### src/rtl/shift_add_mul_pkg.sv
package shift_add_mul_pkg;
  typedef enum logic [1:0] {
    ST_IDLE  = 2'd0,
    ST_TEST  = 2'd1,
    ST_SHIFT = 2'd2,
    ST_DONE  = 2'd3
  } mul_state_e;
endpackage

### src/rtl/mul_rst_sync.sv
module mul_rst_sync #(
  parameter int STAGES = 2
) (
  input  logic clk,
  input  logic rst_n,
  output logic rst_sync_n
);
  logic [STAGES-1:0] sync_q;

  always_ff @(posedge clk or negedge rst_n) begin
    if (!rst_n) sync_q <= '0;
    else        sync_q <= {sync_q[STAGES-2:0], 1'b1};
  end

  assign rst_sync_n = sync_q[STAGES-1];
endmodule

### src/rtl/mul_ctrl.sv
module mul_ctrl
  import shift_add_mul_pkg::*;
(
  input  logic clk,
  input  logic rst_n,
  input  logic start_i,
  input  logic m_i,
  input  logic k_i,
  output logic load_o,
  output logic add_o,
  output logic sh_o,
  output logic done_o
);
  mul_state_e state_q, state_d;

  always_comb begin
    state_d = state_q;
    load_o  = 1'b0;
    add_o   = 1'b0;
    sh_o    = 1'b0;
    done_o  = 1'b0;
    unique case (state_q)
      ST_IDLE: begin
        if (start_i) begin
          load_o  = 1'b1;
          state_d = ST_TEST;
        end
      end
      ST_TEST: begin
        if (m_i) begin
          add_o   = 1'b1;
          state_d = ST_SHIFT;
        end else begin
          sh_o    = 1'b1;
          state_d = k_i ? ST_DONE : ST_TEST;
        end
      end
      ST_SHIFT: begin
        sh_o    = 1'b1;
        state_d = k_i ? ST_DONE : ST_TEST;
      end
      ST_DONE: begin
        done_o  = 1'b1;
        state_d = ST_IDLE;
      end
      default: state_d = ST_IDLE;
    endcase
  end

  always_ff @(posedge clk or negedge rst_n) begin
    if (!rst_n) state_q <= ST_IDLE;
    else        state_q <= state_d;
  end


  done_pulse_chk: assert property (@(posedge clk) disable iff (!rst_n)
    done_o |=> !done_o);


  add_then_shift_chk: assert property (@(posedge clk) disable iff (!rst_n)
    add_o |=> (sh_o && !add_o));


  last_shift_chk: assert property (@(posedge clk) disable iff (!rst_n)
    (sh_o && k_i) |=> done_o);


  busy_no_load_chk: assert property (@(posedge clk) disable iff (!rst_n)
    (state_q != ST_IDLE) |-> !load_o);
endmodule

### src/rtl/mul_datapath.sv
module mul_datapath #(
  parameter int N = 8
) (
  input  logic           clk,
  input  logic           rst_n,
  input  logic           load_i,
  input  logic           add_i,
  input  logic           sh_i,
  input  logic [N-1:0]   mcand_i,
  input  logic [N-1:0]   mplier_i,
  output logic           m_o,
  output logic           k_o,
  output logic [2*N-1:0] product_o
);
  localparam int AW = 2 * N + 1;
  localparam int CW = (N > 1) ? $clog2(N) : 1;
  localparam logic [CW-1:0] LAST = CW'(N - 1);

  logic [AW-1:0] acc_q, acc_d;
  logic [N-1:0]  mcand_q;
  logic [CW-1:0] cnt_q, cnt_d;
  logic          acc_en, cnt_en;

  assign acc_en = load_i | add_i | sh_i;
  assign cnt_en = load_i | sh_i;

  always_comb begin
    acc_d = acc_q;
    if (load_i)     acc_d = {{(N+1){1'b0}}, mplier_i};
    else if (add_i) acc_d[2*N:N] = {1'b0, acc_q[2*N-1:N]} + {1'b0, mcand_q};
    else if (sh_i)  acc_d = {1'b0, acc_q[AW-1:1]};
  end

  always_comb begin
    cnt_d = cnt_q;
    if (load_i)    cnt_d = '0;
    else if (sh_i) cnt_d = cnt_q + 1'b1;
  end

  always_ff @(posedge clk or negedge rst_n) begin
    if (!rst_n) begin
      acc_q   <= '0;
      mcand_q <= '0;
      cnt_q   <= '0;
    end else begin
      if (acc_en) acc_q   <= acc_d;
      if (load_i) mcand_q <= mcand_i;
      if (cnt_en) cnt_q   <= cnt_d;
    end
  end

  assign m_o       = acc_q[0];
  assign k_o       = (cnt_q == LAST);
  assign product_o = acc_q[2*N-1:0];


  acc_hold_chk: assert property (@(posedge clk) disable iff (!rst_n)
    (!load_i && !add_i && !sh_i) |=> $stable(product_o));


  fresh_count_chk: assert property (@(posedge clk) disable iff (!rst_n)
    (N > 1 && load_i) |=> !k_o);


  mcand_hold_chk: assert property (@(posedge clk) disable iff (!rst_n)
    !load_i |=> $stable(mcand_q));
endmodule

### src/rtl/shift_add_mul.sv
module shift_add_mul #(
  parameter int N = 8
) (
  input  logic           clk,
  input  logic           rst_n,
  input  logic           start,
  input  logic [N-1:0]   mcand,
  input  logic [N-1:0]   mplier,
  output logic [2*N-1:0] product,
  output logic           done
);
  logic rst_int_n;
  logic load, add, sh, m_bit, k_last;

  mul_rst_sync #(.STAGES(2)) u_rst_sync (
    .clk        (clk),
    .rst_n      (rst_n),
    .rst_sync_n (rst_int_n)
  );

  mul_ctrl u_ctrl (
    .clk     (clk),
    .rst_n   (rst_int_n),
    .start_i (start),
    .m_i     (m_bit),
    .k_i     (k_last),
    .load_o  (load),
    .add_o   (add),
    .sh_o    (sh),
    .done_o  (done)
  );

  mul_datapath #(.N(N)) u_dp (
    .clk       (clk),
    .rst_n     (rst_int_n),
    .load_i    (load),
    .add_i     (add),
    .sh_i      (sh),
    .mcand_i   (mcand),
    .mplier_i  (mplier),
    .m_o       (m_bit),
    .k_o       (k_last),
    .product_o (product)
  );
endmodule

### config.mk
export PLATFORM = sky130hd
export DESIGN_NAME = shift_add_mul
export DESIGN_NICKNAME = d
export VERILOG_FILES = /design/src/rtl/shift_add_mul_pkg.sv /design/src/rtl/mul_rst_sync.sv /design/src/rtl/mul_ctrl.sv /design/src/rtl/mul_datapath.sv /design/src/rtl/shift_add_mul.sv
export SDC_FILE = /design/constraint.sdc
export NUM_CORES = 1
export LEC_CHECK = 0
export ABC_AREA = 1
export BUFFER_PORTS_ARGS = -buffer_cell sky130_fd_sc_hd__buf_2
export CELL_PAD_IN_SITES_DETAIL_PLACEMENT = 2
export CELL_PAD_IN_SITES_GLOBAL_PLACEMENT = 2
export CORE_AREA = 8 8 90 92
export DETAILED_ROUTE_END_ITERATION = 10
export DIE_AREA = 0 0 98 100
export GPL_TIMING_DRIVEN = 0
export PLACE_DENSITY = 0.85
export SLEW_MARGIN = 10
export SYNTH_ARGS = -nofsm -noshare
export SYNTH_HDL_FRONTEND = slang
export SYNTH_SLANG_ARGS = --single-unit
### constraint.sdc
create_clock -name clk -period 1.1 [get_ports clk]
set_input_delay 0.11 -clock clk [delete_from_list [all_inputs] [get_ports clk]]
set_output_delay 0.11 -clock clk [all_outputs]
set_load 0.05 [all_outputs]
# Word level (Yosys, flattened, before mapping)
# Cells that the tools add are included.
# word_totals
reg_bits	32
output_inout_bits	17
inputBits	19
# op_classes
eq_ne	6
n_reduce_logical	6
addsub	2
mux	17
bitwise_logic	3
# ops
cell	n
two-way mux 17 bit	2
adder 8 x 8 -> 9 bit	1
two-way mux 9 bit	1
two-way mux 8 bit	1
case mux 2 bit (4 select lines)	1
two-way mux 1 bit	6
two-way mux 2 bit	3
two-way mux 3 bit	2
equality test 2 bit (second input constant)	2
AND reduction 2 bit	2
adder 3 x 1 -> 3 bit (second input constant)	1
equality test 3 bit (second input constant)	1
OR 1 bit	3
AND reduction 3 bit	1
nonzero test 3 bit	1
equality test 2 x 1 -> 1 bit (second input constant)	1
zero test 2 bit	1
!= test 2 x 1 -> 1 bit (second input constant)	1
!= test 2 bit (second input constant)	1
case mux 1 bit (2 select lines)	1
nonzero test 2 bit	1

# Depth between registers and ports, before layout
# depth
ltp_word	5
depth_mapped	12

# Cells and area by module
# From an unflattened synthesis, not the netlist that was laid out.
# hier_totals
hier_cells	265
hier_area_um2	2043.2
# by_module_without_submodules
mod	area_each_um2	cells_each	seq_area_each_um2	n_inst
mul_datapath	1770.4	231	700.7	1
mul_ctrl	219.0	31	50.0	1
mul_rst_sync	53.8	3	50.0	1

# Worst setup path before layout
# Ideal clock, no wire load.
# synth_path
path_type	register -> register
from	reg u_dp.acc_q[8]
to	reg u_dp.acc_q[12]
t_required_ns	1.017
path_buffers	0
setup_ns	0.083
stages_incl_launch_ff	12
synth_period_minus_slack_ns	1.669
t_arrival_ns	1.587
slack_ns	-0.569
cell_sequence	dfrtp_1 ha_1 inv_1 fa_1 inv_1 nand2_1 nand2_1 nand2_1 or2_2 nand3_1 nand2_1 o21ai_0
# synth_via
elab_chain_cells	3
# synth_rtl
element	line	text
start, declared	mul_datapath.sv:19	logic [AW-1:0] acc_q, acc_d;
start signal, assigned	mul_datapath.sv:42	acc_q <= '0;
start signal, assigned	mul_datapath.sv:46	if (acc_en) acc_q <= acc_d;
adder 8 x 8 -> 9 bit	mul_datapath.sv:30	else if (add_i) acc_d[2*N:N] = {1'b0, acc_q[2*N-1:N]} + {1'b0, mcand_q};
two-way mux 9 bit	mul_datapath.sv:30	
two-way mux 17 bit	mul_datapath.sv:29	if (load_i) acc_d = {{(N+1){1'b0}}, mplier_i};
# No other way between the ends.
# A chain may end at the register's enable or synchronous reset.

# Worst setup path after layout
# layout_path
from	reg u_ctrl.state_q[1]
to	reg u_dp.acc_q[13]
# layout_via
elab_chain_cells	5
word_cells_on_any_way	12
cone_classes	2 x eq/ne; 5 x mux; 2 x bitwise; 3 x reduce/logical
# layout_rtl
element	line	text
start, declared	mul_ctrl.sv:14	mul_state_e state_q, state_d;
start signal, assigned	mul_ctrl.sv:52	else state_q <= state_d;
equality test 2 x 1 -> 1 bit or zero test 2 bit (tied branches)	mul_ctrl.sv:22	unique case (state_q)
two-way mux 1 bit	mul_ctrl.sv:22	
OR 1 bit (2 in series)	mul_datapath.sv:24	assign acc_en = load_i | add_i | sh_i;
AND reduction 2 bit (no line)	-	
# Several ways; a longest one is shown, not always the timed one.

==> qor.yml <==
clock_tree:
  ctsHtreeMaxLevel: 2
  cts.reportedPaths.clkPinSlew_ns: 0.09
  cts.sinks: 32
  cts_buffers: 5
  cts_tree: "done"
  clk_latency_ns: 0.30
  cts_root_buf: "clkbuf_8"
  cts_buffer_depth: 2
finish:
  fill_cells: 717
  final_cell_area_mm2: 0.00340
  area_growth_pct: 67.9
  layout_commonest_cell: "nand2_1"
  final_cell_mix: "nand2_1 (75), buf_4 (39), nand2_2 (28)"
  fin_nets: 390
  drive_gt1_share_pct: 56.2
  final_core_util_pct: 51.2
  n_antenna_cell: 0
critical_path:
  critPathKind: "register to register"
  path_max_fanout: 5
  cp_cell_sequence: "inv_2, ha_4, nand2_2, nand2_2, nand2_2, inv_4, buf_4, buf_6, nand3_1, nand2_1, nand2_2, nand2_2"
  crit_path_frequent_cell: "nand2_2"
  r2r_slack_ns: -0.75
  arrival_ns: 2.09
  cp.required_ns: 1.34
  max_stage_delay_ns: 0.44
  endpoint_kind: "register"
  start_kind: "register"
  cpMaxStageDelayCell: "dfrtp_1"
timing:
  final-setup-viol-count: 39
  finalCritPeriodShare_pct: 168
  fmax_mhz: 540
  skew_ns: 0.0155
  slew_viol_final: 0
  hold_viol_final: 0
  setup_ws_ns: -0.751
  grt_setup_unrepaired: "true"
  whs_ns: 0.0221
  tightest_slew_ns: 0.754
  period_needed_ns: 1.85
  relSlewSlack_pct: 49.8
routing:
  postRouteAntennaNets: 0
  drt-vias-per-instance: 4.93
  wl_per_cell_um: 22.2
  wl_um: 9690
  drt_iter0_markers: 43
  drc: 0
  firstDrtPassIters: 5
  vias: 2148
synthesis:
  synth_area_mm2: 0.00203
  synth_top_area_share_pct: 39.5
  synth-seq-cells: 32
  synth_area_per_cell_um2: 7.51
  synthArstFlopShare_pct: 100
  netlist_instances: 270
  synth_fp_nets: 305
  yosys_most_used_dff: "dfrtp_1"
  synth_edf_count: 0
  yosys_warnings: 0
  yosys.cell_types.count: 26
  netlist.top_cell.by_area: "dfrtp_1"
  synthTopCellsByArea: "dfrtp_1 (39%), nand2_1 (21%), ha_1 (9.3%), buf_4 (6.3%), o21ai_0 (4.7%)"
  ys_seq_area_share_pct: 39.5
global_routing:
  grt_pass1_vias: 2453
  grt_max_degree: 31
  grt_pass1_wl_um: 12900
  grt_antenna_before_repair: 0
  track_usage_pct: 17.0
  overflow: 0
power:
  leakagePower_nw: 1.74
  vdd_drop_max_uv: 1070
  powerDensity_mw_per_mm2: 3520
outcome:
  status: "finished with violations"
  violations: "setup timing"
floorplanning:
  die_height_um: 100
  ios: 36
  start_util_pct: 30.5
  core_area_mm2: 0.00664
  die_area_mm2: 0.00980
  die_w_um: 98
  rows: 30
place:
  io_buffers: 35
  routabilityCongestion: 0.769
  dp_hpwl_um: 4480
  placed_cell_area_mm2: 0.00243
worst_hold_path:
  hold_class: "input pin to register"
flow_run:
  maxCapViolations: 0
[cell type report]
cell class	instances	area [µm²]	area share, %
Multi-Input combinational cell	192	1380	40.6
Sequential cell	32	810	23.8
Timing Repair Buffer	86	790	23.2
Buffer	13	121	3.56
Inverter	25	121	3.56
Tap cell	80	100	2.94
Clock buffer	7	76.3	2.24
Clock inverter	1	5.00	0.147
[power by group]
group	switching [mW]	internal [mW]
combinational	5.00	3.81
sequential	0.549	1.67
clock	0.514	0.446
[stage by stage]
stage,std cells,setup TNS [ns],worst slack (ns),power (mW)
2_1_floorplan,270,-7.52,-0.482,6.04
3_3_place_gp,385,-21.60,-0.659,6.99
3_5_place_dp,385,-13.85,-0.685,7.24
4_1_cts,425,-11.70,-0.570,10.0
5_1_grt,436,-18.56,-0.860,12.7
6_report,436,-15.79,-0.751,12.0
[kinds of logic (layout without fill, tap and decap cells)]
family                     Yosys count  after routing  synth area share, %
other                                1              1                0.185
DFF                                 32             32                 39.5
and+or+nand+nor                    145            145                 29.9
buffers and inverters               46            132                 12.1
muxes                                1              1                0.494
adders and majority gates           16             16                 10.2
AOI/OAI and AO/OA                   29             29                 7.59
[routing by layer]
metal / up-vias / part of all wire [%] / global-route usage [%]
li1: 1003 / - / -
met1: 1073 / 39 / 17.6
met2: 52 / 56 / 33.1
met3: 20 / 3.3 / 3.11
met4: 0 / 2.2 / 6.24
met5: - / 0 / 0
[path summary, 6_finish.rpt]
| check | startpoint | end | cells after the start |
|---|---|---|---|
| min in group asynchronous | rst_n | u_rst_sync.sync_q[0] | 2 |
| worst min register to register | u_rst_sync.sync_q[1] | u_dp.acc_q[4] | 0 |
| worst min-delay path | mcand[5] | u_dp.mcand_q[5] | 3 |
| worst max register to register | u_ctrl.state_q[1] | u_dp.acc_q[13] | 12 |
| worst max-delay path | u_ctrl.state_q[1] | u_dp.acc_q[13] | 12 |
| max in group asynchronous | u_rst_sync.sync_q[1] | u_dp.acc_q[11] | 0 |
[synth_stat cells, types with 3 or more instances]
master and number:
inv_1 20, nand3b_1 3, ha_1 15, o21ai_0 19, or2_2 3, dfrtp_1 32
nand2_1 114, nor2_1 6, a21oi_1 5, nand3_1 13, inv_2 4, buf_4 17
[state kept, by name, indices dropped and copies added, names as in the netlist]
name,cells
u_dp.cnt_q,3
u_ctrl.state_q,2
u_dp.mcand_q,8
u_rst_sync.sync_q,2
u_dp.acc_q,17
[repair_timing]
action                                 4_1_cts  5_1_grt
hold buffers                                 1        0
pin swaps                                    9       22
setup endpoints to repair                   47       47
gates resized for setup                     95       81
setup buffers                               31       21
cloned                                       2        0
endpoints found under the hold margin        2        0
[critical path, delay by kind of cell (launching register included)]
kind | cells | cell delay, ns
adders and majority gates | 1 | 0.21
buffers and inverters | 4 | 0.47
DFF | 1 | 0.44
and+or+nand+nor | 7 | 0.66
Power figures use the tool's default switching activity.
